## src/rtl/rtc_cmos_pkg.sv

```systemverilog
package rtc_cmos_pkg;

  // Byte offset inside the four-byte window; the order is fixed by the bus map.
  typedef enum logic [1:0] {
    PORT_LIDX = 2'd0,  // legacy index + NMI disable
    PORT_LDAT = 2'd1,  // legacy data, lower half only
    PORT_AIDX = 2'd2,  // alternate index, readable
    PORT_ADAT = 2'd3   // alternate data, full range
  } port_e;

  localparam logic [7:0] LIDX_READ_VALUE = 8'hFF;

endpackage

```

## src/rtl/rtc_io_decode.sv

```systemverilog
module rtc_io_decode
  import rtc_cmos_pkg::*;
#(
  parameter int unsigned          ADDR_W = 16,
  parameter logic [ADDR_W-1:0]    BASE   = 'h70
) (
  input  logic [ADDR_W-1:0] addr,
  output logic              hit,
  output port_e             port
);
  always_comb begin
    hit  = (addr[ADDR_W-1:2] == BASE[ADDR_W-1:2]);
    port = port_e'(addr[1:0]);
  end
endmodule

```

## src/rtl/rtc_index_regs.sv

```systemverilog
module rtc_index_regs #(
  parameter int unsigned W = 8
) (
  input  logic         clk,
  input  logic         rst,
  input  logic         wr_legacy,
  input  logic         wr_alt,
  input  logic [W-1:0] wdata,
  output logic         nmi_dis,
  output logic [W-1:0] idx
);
  always_ff @(posedge clk) begin
    if (rst) begin
      nmi_dis <= 1'b1;
      idx     <= '0;
    end else if (wr_legacy) begin
      nmi_dis <= wdata[W-1];
      idx     <= {1'b0, wdata[W-2:0]};
    end else if (wr_alt) begin
      idx     <= wdata;
    end
  end
endmodule

```

## src/rtl/rtc_cmos_ram.sv

```systemverilog
module rtc_cmos_ram #(
  parameter int unsigned AW = 8,
  parameter int unsigned DW = 8
) (
  input  logic          clk,
  input  logic          we,
  input  logic          re,
  input  logic [AW-1:0] addr,
  input  logic [DW-1:0] wdata,
  output logic [DW-1:0] rdata
);
  localparam int unsigned DEPTH = 1 << AW;

  logic [DW-1:0] mem [DEPTH];

  always_ff @(posedge clk) begin
    if (we) mem[addr] <= wdata;
    if (re) rdata <= mem[addr];
  end
endmodule

```

## src/rtl/rtc_nmi_gate.sv

```systemverilog
module rtc_nmi_gate (
  input  logic clk,
  input  logic rst,
  input  logic src_a,
  input  logic src_b,
  input  logic block,
  output logic pulse
);
  logic src, src_q;

  assign src = src_a | src_b;

  always_ff @(posedge clk) begin
    if (rst) begin
      src_q <= 1'b0;
      pulse <= 1'b0;
    end else begin
      src_q <= src;
      pulse <= src & ~src_q & ~block;
    end
  end
endmodule

```

## src/rtl/rtc_cmos_port.sv

```systemverilog
module rtc_cmos_port
  import rtc_cmos_pkg::*;
#(
  parameter int unsigned       W      = 8,
  parameter int unsigned       ADDR_W = 16,
  parameter logic [ADDR_W-1:0] BASE   = 'h70
) (
  input  logic              clk,
  input  logic              rst,
  input  logic [ADDR_W-1:0] io_addr,
  input  logic              io_rd,
  input  logic              io_wr,
  input  logic [W-1:0]      io_wdata,
  output logic [W-1:0]      io_rdata,
  input  logic              err_iochk,
  input  logic              err_serr,
  output logic              nmi_out,
  output logic              nmi_block
);
  logic         hit;
  port_e        port;
  logic [W-1:0] idx;
  logic [W-1:0] ram_addr;
  logic [W-1:0] ram_q;
  logic [W-1:0] reg_q;
  logic         from_ram;
  logic         is_data, ram_we, ram_re;

  rtc_io_decode #(.ADDR_W(ADDR_W), .BASE(BASE)) dec_i (
    .addr(io_addr), .hit(hit), .port(port)
  );

  rtc_index_regs #(.W(W)) idx_i (
    .clk(clk), .rst(rst),
    .wr_legacy(hit && io_wr && port == PORT_LIDX),
    .wr_alt   (hit && io_wr && port == PORT_AIDX),
    .wdata(io_wdata), .nmi_dis(nmi_block), .idx(idx)
  );

  always_comb begin
    is_data  = (port == PORT_LDAT) || (port == PORT_ADAT);
    ram_we   = hit && io_wr && is_data;
    ram_re   = hit && io_rd && is_data;
    ram_addr = (port == PORT_LDAT) ? {1'b0, idx[W-2:0]} : idx;
  end

  rtc_cmos_ram #(.AW(W), .DW(W)) ram_i (
    .clk(clk), .we(ram_we), .re(ram_re), .addr(ram_addr),
    .wdata(io_wdata), .rdata(ram_q)
  );

  // Register-side read capture; data-side capture lives in the RAM.
  always_ff @(posedge clk) begin
    if (rst) begin
      from_ram <= 1'b0;
      reg_q    <= '0;
    end else if (hit && io_rd) begin
      from_ram <= is_data;
      if (port == PORT_LIDX) reg_q <= W'(LIDX_READ_VALUE);
      else if (port == PORT_AIDX) reg_q <= idx;
    end
  end

  assign io_rdata = from_ram ? ram_q : reg_q;

  rtc_nmi_gate nmi_i (
    .clk(clk), .rst(rst), .src_a(err_iochk), .src_b(err_serr),
    .block(nmi_block), .pulse(nmi_out)
  );
endmodule

```

## config.mk

```make
export PLATFORM = sky130hd
export DESIGN_NAME = rtc_cmos_port
export DESIGN_NICKNAME = d
export VERILOG_FILES = /design/src/rtl/rtc_cmos_pkg.sv /design/src/rtl/rtc_io_decode.sv /design/src/rtl/rtc_index_regs.sv /design/src/rtl/rtc_cmos_ram.sv /design/src/rtl/rtc_nmi_gate.sv /design/src/rtl/rtc_cmos_port.sv
export SDC_FILE = /design/constraint.sdc
export NUM_CORES = 2
export LEC_CHECK = 0
export CAP_MARGIN = 15
export CORE_ASPECT_RATIO = 1.75
export CORE_MARGIN = 4
export CORE_UTILIZATION = 50
export CTS_CLUSTER_DIAMETER = 100
export CTS_CLUSTER_SIZE = 8
export DETAILED_ROUTE_END_ITERATION = 6
export DONT_BUFFER_PORTS = 1
export PLACE_DENSITY = 0.74
export SLEW_MARGIN = 5
export SYNTH_ARGS = -nofsm -noshare
export SYNTH_HDL_FRONTEND = slang
export SYNTH_SLANG_ARGS = --single-unit
```

## constraint.sdc

```tcl
create_clock -name clk -period 3.4 [get_ports clk]
set_input_delay 0.17 -clock clk [delete_from_list [all_inputs] [get_ports clk]]
set_output_delay 0.17 -clock clk [all_outputs]
set_load 0.1 [all_outputs]
```

Yosys cells after proc, flatten, opt, wreduce, memory -nomap -nowiden
Memories as Yosys holds them, arrays and structs flattened. A register that Yosys moved wholly into a read port is not among the register bits.
Cells that the tools add are included.
{"block": "op_classes", "div": 0, "muxes": 8, "mul": 0, "n_lt_le_gt_ge": 0, "reduce_logical": 12, "n_shift": 0, "add_sub_neg": 0, "bitwise_logic": 5, "eq_ne": 4}
{"op": "8-bit 2-to-1 mux", "count": 4}
{"op": "14-bit by 5-bit == test with 1-bit output, second input constant", "count": 1}
{"op": "7-bit 2-to-1 mux", "count": 2}
{"op": "1-bit logical AND", "count": 6}
{"op": "2-bit == test, second input constant", "count": 2}
{"op": "2-bit nonzero test", "count": 2}
{"op": "1-bit bitwise AND", "count": 2}
{"op": "2-bit by 1-bit == test with 1-bit output, second input constant", "count": 1}
{"op": "2-bit logical NOT", "count": 1}
{"op": "1-bit 2-to-1 mux", "count": 2}
{"op": "1-bit inverter", "count": 2}
{"op": "2-bit AND reduction", "count": 1}
{"op": "2-bit OR reduction", "count": 1}
{"op": "1-bit logical OR", "count": 1}
{"op": "1-bit OR", "count": 1}
{"block": "totals", "word_cells": 37, "mem_bits_rw": 2048, "mem_bits_ro": 0, "out_inout_bits": 10, "latch_bits": 0, "mem_count": 1, "register_bits": 20}
{"name": "ram_i.mem", "depth": 256, "width": 8, "read_ports": 1, "rd_ports_with_merged_regs": 1, "wr": 1, "line": "rtc_cmos_ram.sv:14", "source": "logic [DW-1:0] mem [DEPTH];"}

Depth between registers and ports, before layout
{"block": "depth", "word_depth": 5, "depth_mapped": 8, "depth_no_buf": 5}

Modules after synthesis
From an unflattened synthesis, not the netlist that was laid out.
{"block": "unflattened", "cells_unflattened": 3652, "hier_area_um2": 79541.3}
{"module": "rtc_cmos_ram", "area_each_um2": 78572.9, "n_inst": 1, "cells_each": 3547}
{"module": "rtc_cmos_port", "area_each_um2": 483.0, "n_inst": 1, "cells_each": 56}
{"module": "rtc_index_regs", "area_each_um2": 371.6, "n_inst": 1, "cells_each": 37}
{"module": "rtc_nmi_gate", "area_each_um2": 60.1, "n_inst": 1, "cells_each": 5}
{"module": "rtc_io_decode", "area_each_um2": 53.8, "n_inst": 1, "cells_each": 7}

Worst setup path before layout
OpenSTA, ideal clock, no wires.
{"block": "synth_path", "kind": "reg2reg", "from": "reg idx_i.idx[0]", "to": "mem ram_i.mem[102][0] (enable)", "setup_ns": 0.370, "stages_incl_launch_ff": 8, "synth_period_minus_slack_ns": 2.540, "path_slack_ns": 0.860, "arrival_time_ns": 2.170, "path_cell_list": "dfxtp_1 -> buf_2 -> buf_2 -> buf_2 -> nor4_4 -> nand4_1 -> clkbuf_1 -> nor2_1"}
{"block": "synth_via", "elab_chain_cells": 1}
{"item": "start: declaration", "line": "rtc_index_regs.sv:10", "source": "output logic [W-1:0] idx"}
{"item": "start signal: assignment", "line": "rtc_index_regs.sv:18", "source": "idx <= {1'b0, wdata[W-2:0]};"}
{"item": "start signal: assignment", "line": "rtc_index_regs.sv:20", "source": "idx <= wdata;"}
{"item": "8-bit 2-to-1 mux", "line": "rtc_cmos_port.sv:44", "source": "ram_addr = (port == PORT_LDAT) ? {1'b0, idx[W-2:0]} : idx;"}
{"item": "end: declaration", "line": "rtc_cmos_ram.sv:14"}
Every way passes these cells.

Worst setup path after layout
{"block": "layout_path", "from": "reg idx_i.idx[0]", "to": "reg ram_i.rdata[2] (read register of ram_i.mem) (data pin)"}
{"block": "layout_via", "elab_chain_cells": 1}
{"item": "8-bit 2-to-1 mux", "line": "rtc_cmos_port.sv:44"}
{"item": "end: declaration", "line": "rtc_cmos_ram.sv:10", "source": "output logic [DW-1:0] rdata"}
Every way passes these cells.
A chain may end at the register's enable or synchronous reset.

==> results.cfg <==
[sta]
maxSlewViolCount = 0
max_freq_ghz = 0.2954
worst_slew_pin_slew_ns = 1.338
finalHoldViolations = 0
rsz0062_at_grt = no
whs_ns = 0.01313
finalSetupViolations = 0
finalCritPeriodShare = 0.9956
relSlewSlack = 0.1077
min_period_ns = 3.385
clock_skew_ns = 0.05603

[placement]
dpl_cell_area_mm2 = 0.08458
portBuffers = 0
gp_congestion = 0.8696
dpl.hpwl_um = 115100
place_inst = 5862

[logic_synthesis]
yosysWarnings = 0
ys_ff_latch = 2076
syn_area_per_cell_um2 = 21.90
synth_area_mm2 = 0.07927
synth_nets = 3650
ys_types = 33
synth_seq_area_share = 0.7839
synth_cells = 3620

[detailed_routing]
wl_per_cell_um = 32.79
drtAntennaViolNets = 0
drtPass1Iterations = 5
drt_iter0_markers = 5450
vias = 40470
wl_um = 204600
viasPerCell = 6.485
post-route-drc-count = 0

[grt]
grt_pass1_vias = 43200
grt_max_degree = 258
overflow = 0
antenna_found_initial = 3
grt_use_total = 0.2506
grt_pass1_wl_um = 300300

[cts]
insertion_delay_ns = 0.80
root_buffer = clkbuf_16
h-tree-depth = 5
cts_inserted_buffers = 301
cts_tree = done
clock_sinks = 2076
clkTransAtPathRegs_ns = 0.05
ctsLongestPathBuffers = 4

[worst_setup_path]
worstSetupEndpointType = flop
cp_slowest_stage_delay_ns = 0.57
r2r_end = ram_i.rdata[2]$_DFFE_PP_
crit_path_cell_trace = buf_12 -> buf_4 -> mux4_2 -> a22oi_1 -> a21oi_1 -> o41ai_2 -> buf_4 -> nand4_1
cp_slowest_cell = o41ai_2
rrSetupSlack_ns = 0.01
path_common_cell = buf_4
path_buf_inv = 3
cp-start-kind = flop
arrival_ns = 3.93
critPathKind = reg2reg
r2r-start = idx_i.idx[0]$_SDFFE_PP0P_
critPathCapture = ram_i.rdata[2]$_DFFE_PP_
crit_required_ns = 3.94
critical_path.max_fanout = 12
r2r.worst_path.cells = 8
cp-startpoint = idx_i.idx[0]$_SDFFE_PP0P_
cp_num_cells = 8
crit_family = compound AO/OA/AOI/OAI gates

[power]
combinationalPowerShare = 0.008
p_sw_frac = 0.1914
p_clk_frac = 0.477
ir_drop_mv = 0.4146
p_int_w = 0.04427
seq_power_share = 0.515
power_per_cell_area_mw_per_mm2 = 588.1
switchingPower_w = 0.01048
power_leakage_nw = 28.77

[floorplanning]
dieArea_mm2 = 0.1652
core_area_mm2 = 0.1579
chipHeight_um = 534.7
die_w_um = 309.0
initial_core_util = 0.5020
ioPinCount = 40
rows = 193

[job]
cap_violations = 0

[final_layout]
fill_cells = 10680
syn_to_final_growth_pct = 17.45
finalInstanceArea_mm2 = 0.09311
instances_no_fill = 6240
multi_input_area_mm2 = 0.01628
final_nets = 4172
regArea_mm2 = 0.06215
utilization = 0.5895
layout-drive-gt1-share = 0.3116

[status]
status = complete, no violations

[min_path]
hp-class = in2reg
min_from = io_wdata[7]
==> logic make-up (layout without fill, tap and decap cells) <==
group | Yosys count | count (layout) | share of synthesized area
mux | 527 | 527 | 0.1475
buf+inv | 238 | 809 | 0.01323
other cells | 0 | 2 | 0
compound gates | 430 | 430 | 0.03715
simple gates | 349 | 349 | 0.01829
flops | 2076 | 2076 | 0.7839
==> power groups by stage <==
stage,Combinational (W),Clock [W],Sequential (W)
floorplan,0.0000108,0,0.0287
global placement,0.00000927,0,0.0286
detailed placement,0.00000952,0,0.0286
CTS,0.000450,0.0263,0.0282
global route,0.000490,0.0276,0.0282
finish,0.000456,0.0261,0.0282
==> stage by stage <==
stage / worst slack, ns / TNS [ns] / total power (W)
floorplan: 0.8595 / 0 / 0.02867
global placement: -0.6110 / -1.687 / 0.02866
detailed placement: -0.4310 / -1.266 / 0.02866
CTS: 0.0006817 / 0 / 0.05498
global route: 0.02263 / 0 / 0.05623
finish: 0.01494 / 0 / 0.05475
==> placed cells by master, fill, tap and decap left out, types with 8 or more instances in the layout <==
cell	netlist	layout
dlygate4sd3_1	0	14
a311oi_1	8	8
o41ai_2	0	8
mux4_2	512	512
nand3_1	21	9
nand4_1	15	15
buf_12	0	39
nand3_2	0	12
dfxtp_1	20	18
buf_16	0	9
a21oi_1	132	132
a22oi_1	256	255
edfxtp_1	2056	2056
clkbuf_1	141	31
o41ai_1	32	22
inv_1	11	11
nor2_1	288	287
mux2_2	8	8
buf_4	12	381
nand2_1	10	10
clkbuf_16	0	307
==> final cells by class <==
cell class              instances  area share
clock buffers                 338     0.08376
clock inverters                14    0.002419
diodes                          2  0.00005375
well taps                    2047     0.02751
inverters                      12   0.0004838
multi-input cells            1306      0.1748
repair buffers                445     0.04345
flip-flops and latches       2076      0.6675
==> routing by layer <==
layer / track usage / part of all wire / up-vias
met5: 0 / 0.000064 / -
met4: 0.1596 / 0.074 / 2
met3: 0.04536 / 0.081 / 620
met2: 0.4324 / 0.52 / 2515
met1: 0.2892 / 0.32 / 21070
li1: - / - / 16260
==> flip-flops by register name (all words and copies together), names as in the netlist <==
signal / cells
reg_q: 8
ram_i.rdata: 8
idx_i.nmi_dis: 1
nmi_i.src_q: 1
nmi_i.pulse: 1
from_ram: 1
idx_i.idx: 8
ram_i.mem: 2048
==> worst min path at each step <==
stage / endpoint / cells past startpoint
final: ram_i.mem[141][7]$_DFFE_PP_ / 1
after global routing: ram_i.mem[231][4]$_DFFE_PP_ / 1
after CTS: idx_i.idx[7]$_SDFFE_PP0P_ / 3
after detailed placement: nmi_i.src_q$_SDFF_PP0_ / 1
after global placement: idx_i.idx[1]$_SDFFE_PP0P_ / 1
after floorplan: ram_i.mem[0][0]$_DFFE_PP_ / 0
==> cell usage after synthesis <==
cell	count	share of area
a21oi_1	132	0.0083
a22oi_1	256	0.024
a311oi_1	8	0.00088
and2_1	1	0.000079
buf_1	25	0.0012
buf_2	40	0.0025
buf_4	12	0.0011
buf_6	8	0.0011
clkbuf_1	141	0.0067
clkinv_1	1	0.000047
dfxtp_1	20	0.0051
edfxtp_1	2056	0.78
inv_1	11	0.00052
mux2_2	8	0.0011
mux2i_1	7	0.00088
mux4_2	512	0.15
nand2_1	10	0.00047
nand2b_1	1	0.000079
nand3_1	21	0.0013
nand4_1	15	0.0012
nor2_1	288	0.014
nor2b_1	2	0.00016
nor3_1	2	0.00013
nor3_2	1	0.00013
nor3b_1	1	0.000095
nor4_1	2	0.00016
nor4_4	2	0.00054
nor4b_1	1	0.00011
nor4bb_1	1	0.00013
o21ai_1	1	0.000063
o21bai_1	1	0.000095
o41ai_1	32	0.0035
or2_2	1	0.000079
==> timing repair <==
item / 4_1_cts / 5_1_grt
resized for setup: 8 / 5
hold buffers: 21 / 1
buffers inserted: 1 / 0
endpoints found under the setup margin: 6 / 5
hold endpoints to repair: 2071 / 92
Power figures use the tool's default switching activity.
